===== src/rtl/bus_wake_slave.sv =====
module bus_wake_slave #(
  parameter int EDGE_COUNT    = 4,
  parameter int WINDOW_CYCLES = 64,
  parameter int LOSS_CYCLES   = 32
) (
  input  logic clk,
  input  logic rst_n,
  input  logic act_req,
  input  logic bus_clk,
  input  logic tx_bit,
  output logic line_pull_low,
  output logic line_level,
  output logic timing_irq
);

  localparam int EW = $clog2(EDGE_COUNT + 1);
  localparam int WW = $clog2(WINDOW_CYCLES + 1);
  localparam int LW = $clog2(LOSS_CYCLES + 1);

  typedef enum logic [1:0] {S_IDLE, S_REQ, S_ACT} state_t;

  state_t        st;
  logic [2:0]    bsync;
  logic          act_q;
  logic [EW-1:0] ecnt;
  logic [WW-1:0] wcnt;
  logic [LW-1:0] gap;

  wire bedge   = bsync[1] & ~bsync[2];
  wire act_set = act_req & ~act_q;
  wire expire  = (ecnt != '0) && (wcnt == WW'(WINDOW_CYCLES - 1));
  wire detect  = bedge && (ecnt == EW'(EDGE_COUNT - 1)) && !expire;
  wire lost    = !bedge && (gap == LW'(LOSS_CYCLES - 1));

  always_ff @(posedge clk or negedge rst_n) begin
    if (!rst_n) begin
      bsync <= '0;
      act_q <= 1'b0;
    end else begin
      bsync <= {bsync[1:0], bus_clk};
      act_q <= act_req;
    end
  end

  always_ff @(posedge clk or negedge rst_n) begin
    if (!rst_n) begin
      ecnt <= '0;
      wcnt <= '0;
    end else if (st == S_ACT || detect) begin
      ecnt <= '0;
      wcnt <= '0;
    end else if (bedge) begin
      if (expire || ecnt == '0) begin
        ecnt <= EW'(1);
        wcnt <= '0;
      end else begin
        ecnt <= ecnt + EW'(1);
        wcnt <= wcnt + WW'(1);
      end
    end else if (expire) begin
      ecnt <= '0;
      wcnt <= '0;
    end else if (ecnt != '0) begin
      wcnt <= wcnt + WW'(1);
    end
  end

  always_ff @(posedge clk or negedge rst_n) begin
    if (!rst_n)                      gap <= '0;
    else if (st != S_ACT || bedge)   gap <= '0;
    else if (!lost)                  gap <= gap + LW'(1);
    else                             gap <= '0;
  end

  always_ff @(posedge clk or negedge rst_n) begin
    if (!rst_n) begin
      st         <= S_IDLE;
      timing_irq <= 1'b0;
    end else begin
      timing_irq <= 1'b0;
      case (st)
        S_IDLE: if (detect) begin
                  st <= S_ACT;
                  timing_irq <= 1'b1;
                end else if (act_set) st <= S_REQ;
        S_REQ:  if (detect) begin
                  st <= S_ACT;
                  timing_irq <= 1'b1;
                end else if (!act_req) st <= S_IDLE;
        S_ACT:  if (lost) st <= S_IDLE;
        default: st <= S_IDLE;
      endcase
    end
  end

  assign line_pull_low = (st == S_REQ) || (st == S_ACT && !tx_bit);
  assign line_level    = ~line_pull_low;

  p_irq_single_r10: assert property (@(posedge clk) disable iff (!rst_n)
    timing_irq |=> !timing_irq);

  p_irq_entry_r4: assert property (@(posedge clk) disable iff (!rst_n)
    timing_irq |-> (st == S_ACT && $past(st) != S_ACT));

  p_req_from_set_r2: assert property (@(posedge clk) disable iff (!rst_n)
    (st == S_IDLE && act_req && !act_q && !detect) |=> (st == S_REQ));

  p_loss_idle_r7: assert property (@(posedge clk) disable iff (!rst_n)
    (st == S_ACT && lost) |=> (st == S_IDLE && !timing_irq));

  p_sparse_hold_r8: assert property (@(posedge clk) disable iff (!rst_n)
    (st != S_ACT && !bedge) |=> (st != S_ACT));

  p_held_bit_r11: assert property (@(posedge clk) disable iff (!rst_n)
    (st == S_IDLE && act_q && !detect) |=> (st == S_IDLE));

endmodule


===== config.mk =====
export PLATFORM = sky130hd
export DESIGN_NAME = bus_wake_slave
export DESIGN_NICKNAME = d
export VERILOG_FILES = /design/src/rtl/bus_wake_slave.sv
export SDC_FILE = /design/constraint.sdc
export NUM_CORES = 1
export LEC_CHECK = 0
export ABC_CLOCK_PERIOD_IN_PS = 2410
export BUFFER_PORTS_ARGS = -buffer_cell sky130_fd_sc_hd__buf_4
export CAP_MARGIN = 20
export CORE_UTILIZATION = 57
export CTS_CLUSTER_DIAMETER = 120
export CTS_CLUSTER_SIZE = 16
export DETAILED_ROUTE_END_ITERATION = 8
export PLACE_DENSITY_LB_ADDON = 0.12
export SYNTH_ARGS = -nofsm -noshare
export SYNTH_HDL_FRONTEND = slang
export SYNTH_SLANG_ARGS = --single-unit

===== constraint.sdc =====
create_clock -name clk -period 2.41 [get_ports clk]
set_clock_uncertainty 0.15 [all_clocks]
set_input_delay 0.482 -clock clk [delete_from_list [all_inputs] [get_ports clk]]
set_output_delay 0.482 -clock clk [all_outputs]
set_load 0.005 [all_outputs]

==> results of run 1 <==
==> cell usage after synthesis, types with 2 or more instances <==
cell      instances  share of area [%]
dfrtp_1          23                 50
nor2_1           11                3.6
nand2_1           8                2.6
inv_1             7                2.3
nand3_1           6                2.6
ha_1              5                5.5
nand2b_1          5                2.7
o21ai_0           4                1.8
xnor2_1           4                3.1
o21ai_1           3                1.3
o31ai_1           3                2.0
xor2_1            3                2.3
a31oi_1           2                1.1
nand3_2           2                1.8
nor3_1            2               0.88
o22ai_1           2                1.1
or4_1             2                1.3
==> worst register-to-register path, delay by kind of cell, from the launching register on <==
kind	cells	cell delay (ns)
buf+inv	1	0.06
flops	1	0.40
simple gates	3	0.68
compound gates	1	0.39
fa+ha+maj	1	0.20
==> per-stage QoR <==
stage               cells  total power, mW
floorplan             109            0.818
global placement      140            0.900
detailed placement    140            0.915
CTS                   145             1.10
global route          145             1.17
finish                145             1.09
==> state kept, by name (all words and copies together) (netlist names) <==
register,cells
wcnt,7
gap,6
bsync,3
ecnt,3
st,2
act_q,1
timing_irq,1
==> cell families (layout without fill, tap and decap cells) <==
family                   Yosys count  after routing  synth area share, %
buffers and inverters              8             19                 3.28
XOR/XNOR                           7              7                 5.36
AO/OA/AOI/OAI                     18             18                 10.2
AND/OR/NAND/NOR                   48             48                 25.4
adder cells (fa/ha/maj)            5              5                 5.47
flip-flops                        23             23                 50.3
==> layer usage <==
| metal | global-route usage (%) | wire length, um |
|---|---|---|
| met1 | 29.9 | 912 |
| met5 | 0 | 0 |
| met4 | 10.3 | 35 |
| met3 | 4.62 | 44 |
| met2 | 33.1 | 930 |
==> cells in the final DEF (no fill, tap or decap), types with 2 or more instances in the layout <==
cell type | netlist | layout
nor2_1 | 11 | 11
xor2_1 | 3 | 3
nand2_1 | 8 | 8
o22ai_1 | 2 | 2
dfrtp_1 | 23 | 23
o21ai_1 | 3 | 3
clkbuf_4 | 0 | 3
nor3_1 | 2 | 2
a31oi_1 | 2 | 2
or4_1 | 2 | 2
o31ai_1 | 3 | 3
xnor2_1 | 4 | 4
inv_1 | 7 | 7
nand2b_1 | 5 | 5
buf_4 | 0 | 7
nand3_2 | 2 | 2
nand3_1 | 6 | 6
o21ai_0 | 4 | 4
ha_1 | 5 | 5
==> layout make-up <==
type,instances,area (um2)
multi-input combinational,78,531
clock inverter,1,5.00
inverter,7,26.3
clock buffer,3,22.5
tap,25,31.3
sequential,23,576
timing repair buffer,8,62.6
fill,155,548
==> where the power goes <==
part	total [mW]	leakage (nW)	internal, mW	switching (mW)
clock network	0.179	0.0177	0.0621	0.117
logic	0.374	0.237	0.161	0.213
registers	0.535	0.302	0.459	0.0753
==> final timing paths <==
kind,startpoint,to
max,st[0]$_DFFE_PN0P_,line_level
min,bus_clk,bsync[0]$_DFF_PN0_
max reg2reg,ecnt[0]$_DFFE_PN0P_,st[0]$_DFFE_PN0P_
max in group asynchronous,rst_n,wcnt[6]$_DFFE_PN0P_
min in group asynchronous,rst_n,wcnt[5]$_DFFE_PN0P_
min reg2reg,bsync[0]$_DFF_PN0_,bsync[1]$_DFF_PN0_
==> flow_summary.ini, run 1 <==
[critical_path]
crit_path_start_kind = register
worst-path-buf-inv = 2
r2r_cells = 6
reg2reg_slack_ns = 0.42
path_delay_family = flip-flops
path_class = register to output pin
crit_chain = nand2b_1 > o21ai_0 > inv_1 > buf_4
end_kind = output pin
cp_num_cells = 4
crit_fanout = 6
critical_path.max_stage_delay_ns = 0.45
crit_arrival_ns = 1.52
crit_slowest_cell = dfrtp_1
critPathRequiredTime_ns = 1.78

[placed_design]
place.gp.congestion = 0.836
place_ws_ns = 0.452
place_area_mm2 = 0.00122
hpwl_um = 1380
portBuffers = 7

[synth]
yosysWarnings = 0
synthArstFlopShare_pct = 100
ys_ff_latch = 23
yosysUniqueCellTypes = 34
syn_inst = 109
synth_nets = 119
yosysSeqAreaShare_pct = 50.3
ys.flop_type = dfrtp_1
syn_avg_cell_area_um2 = 10.5
synth_edf_count = 0
syn_area_mm2 = 0.00114

[clock_network]
cts_resized = 0
cts_tree = done
post_cts_buffers = 0
cts_root_buffer = clkbuf_4
clockBufferDepth = 2
clk_pin_slew_ns = 0.12
cts_sinks = 23
hold_buffers = 1
h-tree-depth = 1
clk_latency_ns = 0.31
cts_buffers = 3

[final_layout]
finish.instance_area_mm2 = 0.00125
diodes = 0
nNetsFinal = 131
drive_gt1_share_pct = 18.3
final_core_util_pct = 69.6
syn_to_final_growth_pct = 9.63

[floorplanning]
fp.dieArea_mm2 = 0.00219
core.rowCount = 15
fp.dieH_um = 46.8
start_util_pct = 63.5
die_w_um = 46.8
io_pins = 8
core_area_mm2 = 0.00180

[power_and_ir_drop]
ir_drop_uv = 575
power_density_mw_per_mm2 = 868
leakagePower_nw = 0.557

[detailed_routing]
routed_wl_um = 1920
vias = 801
ant_nets = 0
drc = 0
dr.pass1.iters = 4
drt_iter0_drc = 9
vias_per_cell = 5.52
wl_per_cell_um = 13.3

[min_path]
hold_depth = 1
hp-class = primary input to register

[sta]
setup_viol = 0
fin_crit_sh_pct = 89.3
fmax_ghz = 0.464
tightestPinTransition_ns = 0.380
post-route-min-period_ns = 2.15
grt_setup_unrepaired = no
slew_headroom_pct = 74.6
worst_slack_ns = 0.257
fin_tns_setup_ns = 0
hold_viol = 0
whs_ns = 0.115
drv_slew = 0

[outcome]
status = finished clean

[global_route]
grt_usage_pct = 21.7
grt_max_degree = 24
grt_pass1_vias = 738
overflow = 0
antenna_found_initial = 0
grt_pass1_wl_um = 3240

[run]
drv_cap = 0
No activity file was read; power rests on OpenSTA's default activity.
==> run 2: changes to the inputs <==
Settings changed: PLACE_DENSITY from default to 0.76, PLACE_DENSITY_LB_ADDON 0.12 to default.
==> flow_summary.ini, run 2 (synthesis gave the netlist of run 1 again) <==
[clock_network]
h-tree-depth = 1
cts_sinks = 23
clk_pin_slew_ns = 0.12
clk_latency_ns = 0.30
clockBufferDepth = 2
cts_resized = 0
cts_root_buffer = clkbuf_4
cts_tree = done
cts_buffers = 3

[critical_path]
crit_path_start_kind = register
critical_path.max_stage_delay_ns = 0.45
r2r_cells = 6
crit_fanout = 6
reg2reg_slack_ns = 0.45
path_class = register to output pin
crit_chain = nand2b_1 > o21ai_0 > inv_1 > buf_4
worst-path-buf-inv = 2
path_delay_family = flip-flops
r2r-start = ecnt[0]$_DFFE_PN0P_
critPathRequiredTime_ns = 1.78
end_kind = output pin
rr_endpoint = wcnt[0]$_DFFE_PN0P_
crit_arrival_ns = 1.49
crit_slowest_cell = dfrtp_1

[sta]
grt_setup_unrepaired = no
fmax_ghz = 0.471
slew_headroom_pct = 75.0
drv_slew = 0
fin_crit_sh_pct = 88.2
hold_viol = 0
setup_viol = 0
post-route-min-period_ns = 2.13
tightestPinTransition_ns = 0.375
fin_tns_setup_ns = 0

[final_layout]
final_common_cell = dfrtp_1
syn_to_final_growth_pct = 9.63
finish.instance_area_mm2 = 0.00125
diodes = 0
largest_reg_flops = 7
drive_gt1_share_pct = 18.3
top_regs = wcnt: 7 flops, gap: 6 flops
final_cell_mix = dfrtp_1 (23), nor2_1 (11), nand2_1 (8)
regMostFlops = wcnt
nNetsFinal = 131

[floorplanning]
io_pins = 8
core.rowCount = 15
die_w_um = 46.8
start_util_pct = 63.5
fp.dieArea_mm2 = 0.00219
fp.dieH_um = 46.8
core_area_mm2 = 0.00180

[run]
drv_cap = 0

[min_path]
min_from = bus_clk
hold_depth = 1
hp-class = primary input to register
min_to = bsync[0]$_DFF_PN0_

[detailed_routing]
ant_nets = 0
vias_per_cell = 5.67
drt_iter0_drc = 16
wl_per_cell_um = 13.4
drc = 0
dr.pass1.iters = 4
vias = 822
routed_wl_um = 1950

[power_and_ir_drop]
leakagePower_nw = 0.557
power_density_mw_per_mm2 = 862
ir_drop_uv = 627

[global_route]
grt_usage_pct = 21.9
antenna_found_initial = 0
grt_max_degree = 24
overflow = 0
grt_pass1_vias = 773
grt_pass1_wl_um = 3300

[placed_design]
portBuffers = 7
hpwl_um = 1470
place.gp.congestion = 0.780
place_area_mm2 = 0.00122

[outcome]
status = finished clean
-- run 2: cell counts in the layout (fill, tap and decap cells not counted) --
Identical to the previous run, type by type.
-- run 2: worst max-delay path by stage --
stage,end,cells past startpoint,slack (ns),start
after floorplan,wcnt[0]$_DFFE_PN0P_,6,0.58,ecnt[0]$_DFFE_PN0P_
after global placement,wcnt[0]$_DFFE_PN0P_,6,0.51,ecnt[0]$_DFFE_PN0P_
after detailed placement,st[0]$_DFFE_PN0P_,6,0.45,ecnt[0]$_DFFE_PN0P_
after CTS,line_level,4,0.27,st[0]$_DFFE_PN0P_
after global routing,line_level,4,0.18,st[0]$_DFFE_PN0P_
final,line_level,4,0.28,st[0]$_DFFE_PN0P_
-- run 2: metrics by stage --
step | hold slack (ns) | utilization [%] | power, mW | setup slack [ns] | std cells
2_1_floorplan | 0.0364 | - | 0.818 | 0.582 | 109
3_3_place_gp | 0.191 | 67.5 | 0.900 | 0.511 | 140
3_5_place_dp | 0.191 | 67.5 | 0.919 | 0.449 | 140
4_1_cts | 0.112 | 69.6 | 1.10 | 0.265 | 145
5_1_grt | 0.102 | 69.6 | 1.17 | 0.184 | 145
6_report | 0.125 | 69.6 | 1.08 | 0.285 | 145
-- run 2: per-layer routing --
layer | global-route usage [%] | vias up | wire, um
li1 | - | 405 | -
met1 | 30.3 | 396 | 910
met2 | 35.0 | 17 | 960
met3 | 4.62 | 4 | 51
met4 | 6.86 | 0 | 26
met5 | 0 | - | 0
-- run 2: layout make-up --
type	instances	area, um2
sequential	23	576
fill	155	548
multi-input combinational	78	531
timing repair buffer	8	62.6
tap	25	31.3
inverter	7	26.3
clock buffer	3	22.5
clock inverter	1	5.00
-- run 2: worst reg2reg max path, cell delays in order, from the launching register on --
cell and delay [ns]:
dfrtp_1 0.40, inv_1 0.06, ha_1 0.20, nor2b_1 0.19, or4_1 0.60, nand3_2 0.18, o21ai_1 0.09
-- run 2: timing repair --
item | 4_1_cts | 5_1_grt
hold buffers | 1 | 0
buffers inserted | 0 | 0
endpoints found under the hold margin | 23 | 0
-- run 2: power breakdown --
group / total (mW) / switching [mW] / internal, mW / leakage [nW]
logic: 0.373 / 0.213 / 0.160 / 0.237
clock network: 0.174 / 0.112 / 0.0619 / 0.0177
registers: 0.534 / 0.0751 / 0.459 / 0.302
total: 1.08 / 0.400 / 0.681 / 0.557
==> run 3: changes to the inputs <==
Settings changed: RECOVER_POWER from default to 50.
==> flow_summary.ini, run 3 (synthesis gave the netlist of run 1 again) <==
[final_layout]
diodes = 0
final_cell_mix = dfrtp_1 (23), nor2_1 (11), nand2_1 (8)
largest_reg_flops = 7
nNetsFinal = 131
fin_cells = 145
top_regs = wcnt: 7 flops, gap: 6 flops
regArea_um2 = 576
final_common_cell = dfrtp_1
fillerInstances = 157
regMostFlops = wcnt
syn_to_final_growth_pct = 9.30
drive_gt1_share_pct = 17.5
final_core_util_pct = 69.4
multiInputGateArea_um2 = 531

[detailed_routing]
routed_wl_um = 1950
drt_iter0_drc = 16
wl_per_cell_um = 13.4
ant_nets = 0
drc = 0
dr.pass1.iters = 4
vias_per_cell = 5.67
vias = 822

[sta]
worst_slack_ns = 0.285
setup_viol = 0
fin_crit_sh_pct = 88.2
slew_headroom_pct = 21.7
drv_slew = 0
fin_tns_setup_ns = 0
fmax_ghz = 0.471
hold_viol = 0
grt_setup_unrepaired = no
post-route-min-period_ns = 2.13
tightestPinTransition_ns = 1.17

[floorplanning]
fp.dieArea_mm2 = 0.00219
core_area_mm2 = 0.00180
die_w_um = 46.8
io_pins = 8
start_util_pct = 63.5
fp.dieH_um = 46.8
core.rowCount = 15

[critical_path]
crit_slowest_cell = dfrtp_1
crit_arrival_ns = 1.49
path_class = register to output pin
crit_chain = nand2b_1 > o21ai_0 > inv_1 > buf_4
r2r-start = ecnt[0]$_DFFE_PN0P_
r2r_cells = 6
critPathRequiredTime_ns = 1.78
worst-path-buf-inv = 2
reg2reg_slack_ns = 0.45
end_kind = output pin
rr_endpoint = wcnt[0]$_DFFE_PN0P_
path_delay_family = flip-flops
crit_path_start_kind = register
critical_path.max_stage_delay_ns = 0.45
crit_fanout = 6

[min_path]
min_to = bsync[0]$_DFF_PN0_
hp-class = primary input to register
hold_depth = 1
min_from = bus_clk

[outcome]
status = finished clean

[clock_network]
cts_tree = done
cts_root_buffer = clkbuf_4
clk_pin_slew_ns = 0.12
cts_sinks = 23
post_cts_buffers = 0
clk_latency_ns = 0.30
cts_buffers = 3
h-tree-depth = 1
clockBufferDepth = 2

[placed_design]
place.gp.congestion = 0.780
dp_cells = 140
portBuffers = 7
hpwl_um = 1470
place_ws_ns = 0.449

[power_and_ir_drop]
ir_drop_uv = 627
power_density_mw_per_mm2 = 864
leakagePower_nw = 0.553

[global_route]
antenna_found_initial = 0
grt_usage_pct = 21.9
grt_pass1_vias = 773
grt_max_degree = 24
grt_pass1_wl_um = 3300
overflow = 0

[run]
drv_cap = 0
## run 3: cell types whose count changed in the layout (fill, tap and decap cells not counted)
cell | previous run | this run
clkbuf_1 | 0 | 1
clkbuf_4 | 3 | 5
buf_4 | 7 | 4
## run 3: metrics by stage
stage / area, um2 / hold slack [ns] / power (mW)
after floorplan: 1140 / 0.0364 / 0.818
after global placement: 1220 / 0.191 / 0.900
after detailed placement: 1220 / 0.191 / 0.919
after CTS: 1250 / 0.112 / 1.10
after global routing: 1250 / 0.125 / 1.17
final: 1250 / 0.148 / 1.08
## run 3: what timing repair did
item / 4_1_cts / 5_1_grt
hold buffers: 1 / 0
endpoints found under the setup margin: 0 / 0
endpoints found under the hold margin: 23 / 0
resized for setup: 0 / 0
## run 3: worst max-delay path by stage
stage	startpoint	to	slack (ns)	depth (start not counted)
after CTS	st[0]$_DFFE_PN0P_	line_level	0.27	4
final	st[0]$_DFFE_PN0P_	line_level	0.28	4
after global placement	ecnt[0]$_DFFE_PN0P_	wcnt[0]$_DFFE_PN0P_	0.51	6
after global routing	st[0]$_DFFE_PN0P_	line_level	0.18	4
after detailed placement	ecnt[0]$_DFFE_PN0P_	st[0]$_DFFE_PN0P_	0.45	6
after floorplan	ecnt[0]$_DFFE_PN0P_	wcnt[0]$_DFFE_PN0P_	0.58	6
## run 3: metal layers
layer  up-vias  part of all wire [%]  GRT usage [%]
met5         -                     0              0
met4         0                   1.3           6.86
met3         4                   2.7           4.62
met2        17                    49           35.0
met1       395                    47           30.3
li1        406                     -              -
## run 3: layout make-up
cell class | instances | share of cell area [%]
Tap cell | 25 | 2.50
Inverter | 7 | 2.10
Clock inverter | 1 | 0.400
Multi-Input combinational cell | 78 | 42.4
Clock buffer | 3 | 1.80
Sequential cell | 23 | 46.0
Timing Repair Buffer | 8 | 4.70
## run 3: power by group
part	switching (mW)	internal, mW	leakage (nW)	total [mW]
registers	0.0751	0.459	0.302	0.534
clock network	0.112	0.0619	0.0177	0.174
logic	0.213	0.159	0.233	0.372
total	0.399	0.680	0.553	1.08
